--- src/rtl/iwin_pkg.sv ---
package iwin_pkg;
  localparam int unsigned DW       = 8;
  localparam int unsigned HOST_AW  = 2;
  localparam int unsigned PTR_W    = 3;
  localparam int unsigned NUM_REGS = 5;
  localparam int unsigned MODE_W   = 2;

  localparam logic [HOST_AW-1:0] HA_PTR  = 2'd0;
  localparam logic [HOST_AW-1:0] HA_DATA = 2'd1;
  localparam logic [HOST_AW-1:0] HA_KEY  = 2'd2;

  localparam int unsigned IDX_OWN  = 0;
  localparam int unsigned IDX_TMO  = 1;
  localparam int unsigned IDX_MODE = 2;
  localparam int unsigned IDX_LO   = 3;
  localparam int unsigned IDX_HI   = 4;

  localparam logic [DW-1:0] KEY_FIRST  = 8'hA5;
  localparam logic [DW-1:0] KEY_SECOND = 8'h5A;

  typedef logic [NUM_REGS-1:0][DW-1:0] reg_bank_t;
endpackage

--- src/rtl/iwin_key_seq.sv ---
module iwin_key_seq
  import iwin_pkg::*;
(
  input  logic               clk_i,
  input  logic               rst_ni,
  input  logic               wr_i,
  input  logic [HOST_AW-1:0] addr_i,
  input  logic [DW-1:0]      wdata_i,
  output logic               fire_o,
  output logic               soft_rst_o
);
  logic armed_q;
  logic key_wr;

  assign key_wr = wr_i && (addr_i == HA_KEY);
  assign fire_o = key_wr && armed_q && (wdata_i == KEY_SECOND);

  always_ff @(posedge clk_i or negedge rst_ni) begin
    if (!rst_ni) begin
      armed_q    <= 1'b0;
      soft_rst_o <= 1'b0;
    end else begin
      soft_rst_o <= fire_o;
      // any write re-evaluates the arming; only 0xA5 to the key entry arms
      if (wr_i) armed_q <= key_wr && (wdata_i == KEY_FIRST);
    end
  end

  a_r5_pulse_one_cycle: assert property (@(posedge clk_i) disable iff (!rst_ni)
    soft_rst_o |=> !soft_rst_o);
  a_r5_pulse_after_key: assert property (@(posedge clk_i) disable iff (!rst_ni)
    soft_rst_o |-> $past(wr_i && addr_i == HA_KEY && wdata_i == KEY_SECOND));
  a_r7_other_write_disarms: assert property (@(posedge clk_i) disable iff (!rst_ni)
    (wr_i && addr_i != HA_KEY) |=> !armed_q);
endmodule

--- src/rtl/iwin_regfile.sv ---
module iwin_regfile
  import iwin_pkg::*;
#(
  parameter reg_bank_t DEFS = '0
) (
  input  logic             clk_i,
  input  logic             rst_ni,
  input  logic             clr_i,
  input  logic             ptr_we_i,
  input  logic             data_we_i,
  input  logic [DW-1:0]    wdata_i,
  output logic [PTR_W-1:0] ptr_o,
  output reg_bank_t        regs_o,
  output logic [DW-1:0]    sel_o
);
  logic [PTR_W-1:0] ptr_q;

  always_ff @(posedge clk_i or negedge rst_ni) begin
    if (!rst_ni)       ptr_q <= '0;
    else if (clr_i)    ptr_q <= '0;
    else if (ptr_we_i) ptr_q <= wdata_i[PTR_W-1:0];
  end
  assign ptr_o = ptr_q;

  for (genvar i = 0; i < NUM_REGS; i++) begin : g_reg
    localparam logic [DW-1:0] MASK = (i == IDX_MODE) ?
      {{(DW-MODE_W){1'b0}}, {MODE_W{1'b1}}} : {DW{1'b1}};
    localparam logic [DW-1:0] DEF = DEFS[i] & MASK;
    logic hit;
    assign hit = data_we_i && (ptr_q == PTR_W'(i));
    always_ff @(posedge clk_i or negedge rst_ni) begin
      if (!rst_ni)    regs_o[i] <= DEF;
      else if (clr_i) regs_o[i] <= DEF;
      else if (hit)   regs_o[i] <= wdata_i & MASK;
    end
  end

  always_comb begin
    sel_o = '0;
    for (int k = 0; k < NUM_REGS; k++)
      if (ptr_q == PTR_W'(k)) sel_o = regs_o[k];
  end

  a_r6_clear_restores: assert property (@(posedge clk_i) disable iff (!rst_ni)
    clr_i |=> (ptr_q == '0) && (regs_o[IDX_OWN] == DEFS[IDX_OWN])
              && (regs_o[IDX_LO] == DEFS[IDX_LO]) && (regs_o[IDX_HI] == DEFS[IDX_HI]));
  a_r8_undef_write_ignored: assert property (@(posedge clk_i) disable iff (!rst_ni)
    (data_we_i && !clr_i && ptr_q >= PTR_W'(NUM_REGS)) |=> $stable(regs_o));
  a_r4_mode_upper_zero: assert property (@(posedge clk_i) disable iff (!rst_ni)
    data_we_i |=> (regs_o[IDX_MODE][DW-1:MODE_W] == '0));
endmodule

--- src/rtl/ind_reg_window.sv ---
module ind_reg_window
  import iwin_pkg::*;
#(
  parameter logic [7:0] OWN_DEF  = 8'h00,
  parameter logic [7:0] TMO_DEF  = 8'hFF,
  parameter logic [1:0] MODE_DEF = 2'd0,
  parameter logic [7:0] LO_DEF   = 8'h9D,
  parameter logic [7:0] HI_DEF   = 8'h86
) (
  input  logic         clk_i,
  input  logic         rst_ni,
  input  logic [1:0]   addr_i,
  input  logic         wr_i,
  input  logic         rd_i,
  input  logic [7:0]   wdata_i,
  output logic [7:0]   rdata_o,
  output logic [7:0]   own_addr_o,
  output logic [7:0]   timeout_o,
  output logic [1:0]   mode_o,
  output logic [7:0]   scl_lo_o,
  output logic [7:0]   scl_hi_o,
  output logic         soft_rst_o
);
  localparam reg_bank_t DEFS = {HI_DEF, LO_DEF, {6'd0, MODE_DEF}, TMO_DEF, OWN_DEF};

  logic             fire;
  logic [PTR_W-1:0] ptr;
  reg_bank_t        regs;
  logic [DW-1:0]    sel;
  logic [DW-1:0]    rd_val;

  iwin_key_seq u_key (
    .clk_i, .rst_ni, .wr_i, .addr_i, .wdata_i,
    .fire_o(fire), .soft_rst_o
  );

  iwin_regfile #(.DEFS(DEFS)) u_regs (
    .clk_i, .rst_ni,
    .clr_i    (fire),
    .ptr_we_i (wr_i && addr_i == HA_PTR),
    .data_we_i(wr_i && addr_i == HA_DATA),
    .wdata_i,
    .ptr_o    (ptr),
    .regs_o   (regs),
    .sel_o    (sel)
  );

  always_comb begin
    unique case (addr_i)
      HA_PTR:  rd_val = {{(DW-PTR_W){1'b0}}, ptr};
      HA_DATA: rd_val = sel;
      default: rd_val = '0;
    endcase
  end

  always_ff @(posedge clk_i or negedge rst_ni) begin
    if (!rst_ni)   rdata_o <= '0;
    else if (rd_i) rdata_o <= rd_val;
  end

  assign own_addr_o = regs[IDX_OWN];
  assign timeout_o  = regs[IDX_TMO];
  assign mode_o     = regs[IDX_MODE][MODE_W-1:0];
  assign scl_lo_o   = regs[IDX_LO];
  assign scl_hi_o   = regs[IDX_HI];

  a_r2_rdata_holds: assert property (@(posedge clk_i) disable iff (!rst_ni)
    !rd_i |=> $stable(rdata_o));
  a_r9_unused_reads_zero: assert property (@(posedge clk_i) disable iff (!rst_ni)
    (rd_i && addr_i[1]) |=> (rdata_o == 8'h00));
endmodule

--- config.mk ---
export PLATFORM = sky130hd
export DESIGN_NAME = ind_reg_window
export DESIGN_NICKNAME = d
export VERILOG_FILES = /design/src/rtl/iwin_pkg.sv /design/src/rtl/iwin_key_seq.sv /design/src/rtl/iwin_regfile.sv /design/src/rtl/ind_reg_window.sv
export SDC_FILE = /design/constraint.sdc
export NUM_CORES = 1
export LEC_CHECK = 0
export ABC_CLOCK_PERIOD_IN_PS = 1800
export BUFFER_PORTS_ARGS = -buffer_cell sky130_fd_sc_hd__buf_2
export CAP_MARGIN = 20
export CORE_ASPECT_RATIO = 0.5
export CORE_MARGIN = 4
export CORE_UTILIZATION = 45
export DETAILED_ROUTE_END_ITERATION = 6
export GPL_TIMING_DRIVEN = 0
export PLACE_DENSITY = 0.68
export SLEW_MARGIN = 20
export SYNTH_ARGS = -nofsm -noshare
export SYNTH_HDL_FRONTEND = slang
export SYNTH_SLANG_ARGS = --single-unit
--- constraint.sdc ---
create_clock -name clk_i -period 1.8 [get_ports clk_i]
set_clock_uncertainty 0.2 [all_clocks]
set_input_delay 0 -clock clk_i [delete_from_list [all_inputs] [get_ports clk_i]]
set_output_delay 0 -clock clk_i [all_outputs]
set_load 0.02 [all_outputs]
[After elaboration in Yosys (flattened, before gate mapping)]
Cells that the tools add are included.
Operators by class
  div/mod/pow operators: 0
  mux-type cells: 18
  bitwise operators: 0
  equality and inequality tests: 8
  order comparisons: 0
  $mul: 0
  shift-type cells: 0
  reduce and logical (&&, ||, !) cells: 19
  add/subtract/negate cells: 0
Operators by type and width (number)
  8-bit 2-to-1 mux: 15
  8-bit one-hot mux with 2 select lines: 1
  2-bit nonzero test: 6
  1-bit logical AND: 11
  8-bit by 7-bit == test with 1-bit output (second input constant): 1
  8-bit == test (second input constant): 1
  3-bit by 2-bit == test with 1-bit output (second input constant): 2
  3-bit 2-to-1 mux: 2
  3-bit by 1-bit == test with 1-bit output (second input constant): 1
  3-bit == test (second input constant): 1
  3-bit zero test: 1
  2-bit by 1-bit == test with 1-bit output (second input constant): 1
  2-bit == test (second input constant): 1
  2-bit zero test: 1
Storage, ports and cells
  output and inout port bits: 43
  bits in latches: 0
  flip-flop bits (word level): 53
  input port bits: 14
  word-level logic and storage cells: 54
  ROM bits: 0
  memories kept: 0
  RAM bits: 0

[Depth between registers and ports, before layout]
  depth after elaboration: 7
  mapped depth: 6
  depth with buffers taken out: 4

[Modules after synthesis]
From an unflattened synthesis, not the netlist that was laid out.
Unflattened totals
  cell total of the unflattened synthesis: 233
  area total of the unflattened synthesis: 2469.9 µm²
By module, submodules not included
  iwin_regfile: times used 1, cells an instance 183, seq. area each 945.9 µm², area an instance 1943.1 µm²
  ind_reg_window: times used 1, cells an instance 39, seq. area each 200.2 µm², area an instance 396.6 µm²
  iwin_key_seq: times used 1, cells an instance 11, seq. area each 50.0 µm², area an instance 130.1 µm²

[Worst setup path before layout]
Ideal clock, no wire load.
  kind: reg2reg
  start: register u_regs.ptr_q[1], in the netlist u_regs.ptr_o[1]
  end: register u_regs.regs_o[35] (netlist name)
  stages on the path, launching flop included: 7
  period minus slack after synthesis: 1.596 ns
  setup time: 0.123 ns
  path slack: 0.204 ns
  required time: 1.477 ns
  data arrival time: 1.274 ns
  buffers on the path: 3
  cells stage by stage: dfrtp_1 > buf_6 > or3b_1 > buf_6 > buf_6 > o21ai_1 > a21oi_1
Between the ends
  longest elaborated chain between the ends: 3
Ends and longest elaborated chain
  start: declaration: RTL line iwin_regfile.sv:16  | logic [PTR_W-1:0] ptr_q;
  start signal: assignment: RTL line iwin_regfile.sv:21  | else if (ptr_we_i) ptr_q <= wdata_i[PTR_W-1:0];
  3-bit == test: RTL line iwin_regfile.sv:30  | assign hit = data_we_i && (ptr_q == PTR_W'(i));
  1-bit logical AND: RTL line iwin_regfile.sv:30
  2-bit nonzero test (no source line)
  end signal: indexed assignment: RTL line iwin_regfile.sv:34  | else if (hit) regs_o[i] <= wdata_i & MASK;
  end: declaration: RTL line iwin_regfile.sv:13  | output reg_bank_t regs_o,
Every way passes these cells.
A chain may end at the register's enable or synchronous reset.

[Worst setup path in the final report]
  start: register u_regs.ptr_q[1], in the netlist u_regs.ptr_o[1]
  end: register rdata_o[2]
Between the ends
  longest elaborated chain between the ends: 7
  elaborated cells on any way between the ends: 11
  those cells by class: eq/ne (4); mux (6); reduce/logical (1)
Ends and longest elaborated chain
  3-bit zero test: RTL line iwin_regfile.sv:41  | if (ptr_q == PTR_W'(k)) sel_o = regs_o[k];
  8-bit 2-to-1 mux (4 in a row): RTL line iwin_regfile.sv:41
  8-bit 2-to-1 mux (*): RTL line iwin_regfile.sv:41
  8-bit one-hot mux with 2 select lines (*): RTL line ind_reg_window.sv:49  | unique case (addr_i)
  end signal: assignment: RTL line ind_reg_window.sv:58  | else if (rd_i) rdata_o <= rd_val;
  end: declaration: RTL line ind_reg_window.sv:16  | output logic [7:0] rdata_o,
Mark *: on every way between the ends. The rest lies on a longest branch, timed or not.

==> metrics.md <==
| Metric | Value |
|---|---|
| Post-Synthesis Cell Area | `2510 µm²` |
| Placeable Area | `5160 µm²` |
| Die Outline Area | `6920 µm²` |
| Wire length the detailed router placed on met1 | `3430 µm` |
| Power density over cell area | `1340 nW/µm²` |
| Share of power burned in the clock network | `0.184` |
| Die width | `114 µm` |
| Die Span Y | `60.8 µm` |
| Delay contributed by the slowest stage of the critical path | `0.36 ns` |
| Post-Place Cell Area | `2880 µm²` |
| Starting Density | `0.487` |
| Highest net fanout along the worst path | `10` |
| Total length of routed met2 wires | `3120 µm` |
| Post-Layout Inst Area | `3140 µm²` |
| Residual DRC | `0` |
| Relative slew slack | `0.608` |
| 1st-pass router iterations | `5` |
| Critical-path cell list | `buf_6 > buf_4 > mux2i_1 > o32a_1 > o31ai_1` |
| Total negative slack | `0 ns` |
| Final Slew Violations | `0` |
| Sink count of the clock tree | `47` |
| Fraction of layout cells with a size suffix above 1 | `0.331` |
| Number of warnings issued by yosys | `0` |
| Unrepaired setup endpoints after global routing | `false` |
| Global-route wire length before repair | `12,200 µm` |
| Number of cell rows | `18` |
| Total grt overflow | `0` |
| Share of synthesized registers carrying an async set or reset | `1.00` |
| Net count after synthesis | `270` |
| Initial antenna violation count | `0` |
| Non-Filler Instances | `402` |
| GRT Util Overall | `0.232` |
| Worst EP required | `1.78 ns` |
| Worst ir drop on vdd | `0.704 mV` |
| Sequential area share after synthesis | `0.476` |
| Sw Pwr | `1670 µW` |
| Worst min-delay path class | `in -> async` |
| Data arrival, critical path | `1.75 ns` |
| Part of the cycle the worst path needs | `0.979` |
| Met3 WL | `825 µm` |
| Critical path start-end classification | `reg -> reg` |
| Leading cell types in the layout, fill and taps excluded | `sky130_fd_sc_hd__buf_2 (63), sky130_fd_sc_hd__nand3_1 (34), sky130_fd_sc_hd__dfrtp_1 (30)` |
| Final setup violating endpoints | `0` |
| Most common flop cell mapped by yosys | `sky130_fd_sc_hd__dfrtp_1` |
| P_leak | `0.00140 µW` |
| Global placer's final weighted congestion | `0.843` |
| Category of the worst setup path launch point | `flop` |
| CP Launch Point | `u_regs.ptr_o[1]` |
| Inst Count DP | `381` |
| Power share of the sequential group | `0.407` |
| Final Hold Violating Endpoints | `0` |
| Synth cell types | `44` |
| Critical path endpoint category | `flop` |
| CTS HTree Levels | `2` |
| Net count of the finished layout | `345` |
| Antenna Violating Nets Remaining | `0` |
| Syn avg cell area | `9.81 µm²` |
| Per-cell via count in the routed design | `5.93` |
| Overall routed net length | `7420 µm` |
| Top achievable clock speed | `568 MHz` |
| Launch point of the worst reg-to-reg path | `u_regs.ptr_o[1]` |
| Port bufs | `55` |
| Area growth from synthesis to final layout | `24.9%` |
| Number of buffers added by the clock tree synthesis step | `5` |
| Maximum capacitance violations | `0` |
| Root buffer cell | `sky130_fd_sc_hd__clkbuf_8` |
| EDFF count, synth | `0` |
| Pin count of the biggest net entering global routing | `48` |
| Part of the power in combinational logic | `0.409` |
| Via count of the first global-routing pass | `2,239` |
| Clock tree from TritonCTS | `built` |
| Endpoint of the lowest-slack register-to-register path | `rdata_o[2]` |
| Flip-flop and latch count after synthesis | `47` |
| Depth of the most critical reg-to-reg path | `5` |
| Transition at the pin with the smallest max-transition slack | `0.588 ns` |
| Switching power share of the total | `0.396` |
| Average wire length per cell after detail routing | `18.5 µm` |
| Commonest non-fill, non-tap cell in the layout | `sky130_fd_sc_hd__buf_2` |
| Diode count | `0` |
| Max layer used | `met4` |
| Drt first-iter violations | `226` |
| Reg2Reg Setup Slack | `0.04 ns` |
| Worst-skew pair later-pin latency | `0.30 ns` |
| Number of vias after detailed routing | `2,383` |
| Internal power consumption | `2540 µW` |
| Synth Instances | `256` |
| Cell at the slowest stage of the critical path | `sky130_fd_sc_hd__dfrtp_1` |
| CTS clock-pin slew for the worst setup and hold paths | `0.09 ns` |
| Outcome | `completed` |
| DP HPWL | `5310 µm` |
| Clock buffer depth | `2` |
| Clock period minus final worst setup slack | `1.76 ns` |
| Top-level I/O count | `57` |
[worst max-delay path, delay by kind of cell (launching register included)]
family          cells  cell delay, ns
mux                 1            0.36
buf+inv             2            0.36
compound gates      2            0.35
flops               1            0.36
[synthesized netlist by cell type, drive strengths merged, types with 2 or more instances]
| library cell | number | area, µm² |
|---|---|---|
| nand2 | 4 | 15.0 |
| nand2b | 3 | 18.8 |
| mux2i | 9 | 90.1 |
| nor4bb | 2 | 20.0 |
| nand4bb | 3 | 33.8 |
| nor3 | 2 | 10.0 |
| a21oi | 17 | 85.1 |
| dfrtp | 31 | 776 |
| or3b | 2 | 17.5 |
| dfstp | 16 | 420 |
| nand3 | 35 | 180 |
| nand4 | 2 | 12.5 |
| buf | 19 | 133 |
| a31oi | 3 | 18.8 |
| inv | 7 | 26.3 |
| o32ai | 5 | 43.8 |
| o21ai | 32 | 160 |
| o32a | 6 | 60.1 |
| a2bb2oi | 2 | 17.5 |
| nand3b | 2 | 15.0 |
| nor2b | 5 | 31.3 |
| and4bb | 3 | 37.5 |
| o221a | 2 | 22.5 |
| clkbuf | 3 | 11.3 |
| o2bb2ai | 8 | 70.1 |
| nor2 | 22 | 90.1 |
| o31ai | 3 | 27.5 |
| and2 | 2 | 12.5 |
[sequential cells by signal, indices dropped and copies added, names as in the netlist]
signal,cells
rdata_o,8
u_key.soft_rst_o,1
u_regs.regs_o,34
u_regs.ptr_o,3
u_key.armed_q,1
[cells by family (layout without fill, tap and decap cells)]
| kind of cell | Yosys count | count (layout) | synth area share |
|---|---|---|---|
| DFF | 47 | 47 | 0.476 |
| and+or+nand+nor | 92 | 92 | 0.216 |
| muxes | 9 | 9 | 0.0359 |
| buffers and inverters | 29 | 105 | 0.0677 |
| AOI/OAI and AO/OA | 79 | 79 | 0.204 |
[power groups by stage]
stage | combinational (µW) | clock, µW | sequential (µW)
2_1_floorplan | 698 | 0 | 2090
3_5_place_dp | 1680 | 0 | 1730
3_3_place_gp | 1660 | 0 | 1720
5_1_grt | 1860 | 838 | 1770
4_1_cts | 1710 | 782 | 1710
6_report | 1720 | 775 | 1710
[how the worst max path moves through the flow]
stage	endpoint	slack [ns]	depth (start not counted)
after CTS	u_regs.regs_o[26]	0.02	4
final	rdata_o[2]	0.04	5
after detailed placement	u_regs.regs_o[2]	-0.08	4
after global routing	rdata_o[5]	0.02	5
after global placement	u_regs.regs_o[0]	-0.06	4
after floorplan	u_regs.regs_o[35]	0.20	6
[metal layers]
metal / global-route usage / up-vias
li1: - / 1100
met4: 0.0565 / 0
met5: 0 / -
met1: 0.355 / 1156
met3: 0.0548 / 5
met2: 0.330 / 122
[layout make-up]
| cell class | count | area [µm²] |
|---|---|---|
| Fill cell | 449 | 2020 |
| Sequential cell | 47 | 1200 |
| Multi-Input combinational cell | 180 | 1160 |
| Timing Repair Buffer | 68 | 408 |
| Buffer | 22 | 149 |
| Tap cell | 70 | 87.6 |
| Clock buffer | 7 | 76.3 |
| Clock inverter | 1 | 30.0 |
| Inverter | 7 | 26.3 |
[per-stage QoR]
step                      worst slack [ns]  total power, µW  hold WS, ns   util
after floorplan                      0.204             2790       -0.496      -
after global placement             -0.0608             3380       0.0292  0.557
after detailed placement           -0.0843             3410       0.0406  0.557
after CTS                           0.0157             4210        0.260  0.605
after global routing                0.0166             4460        0.119  0.608
final                               0.0380             4210       0.0459  0.608
[timing repair]
action,4_1_cts,5_1_grt
hold endpoints to repair,77,0
endpoints found under the setup margin,22,26
hold buffers,13,0
resized for setup,2,5
buffers inserted,0,0
cloned,0,0
No activity file was read; power rests on OpenSTA's default activity.
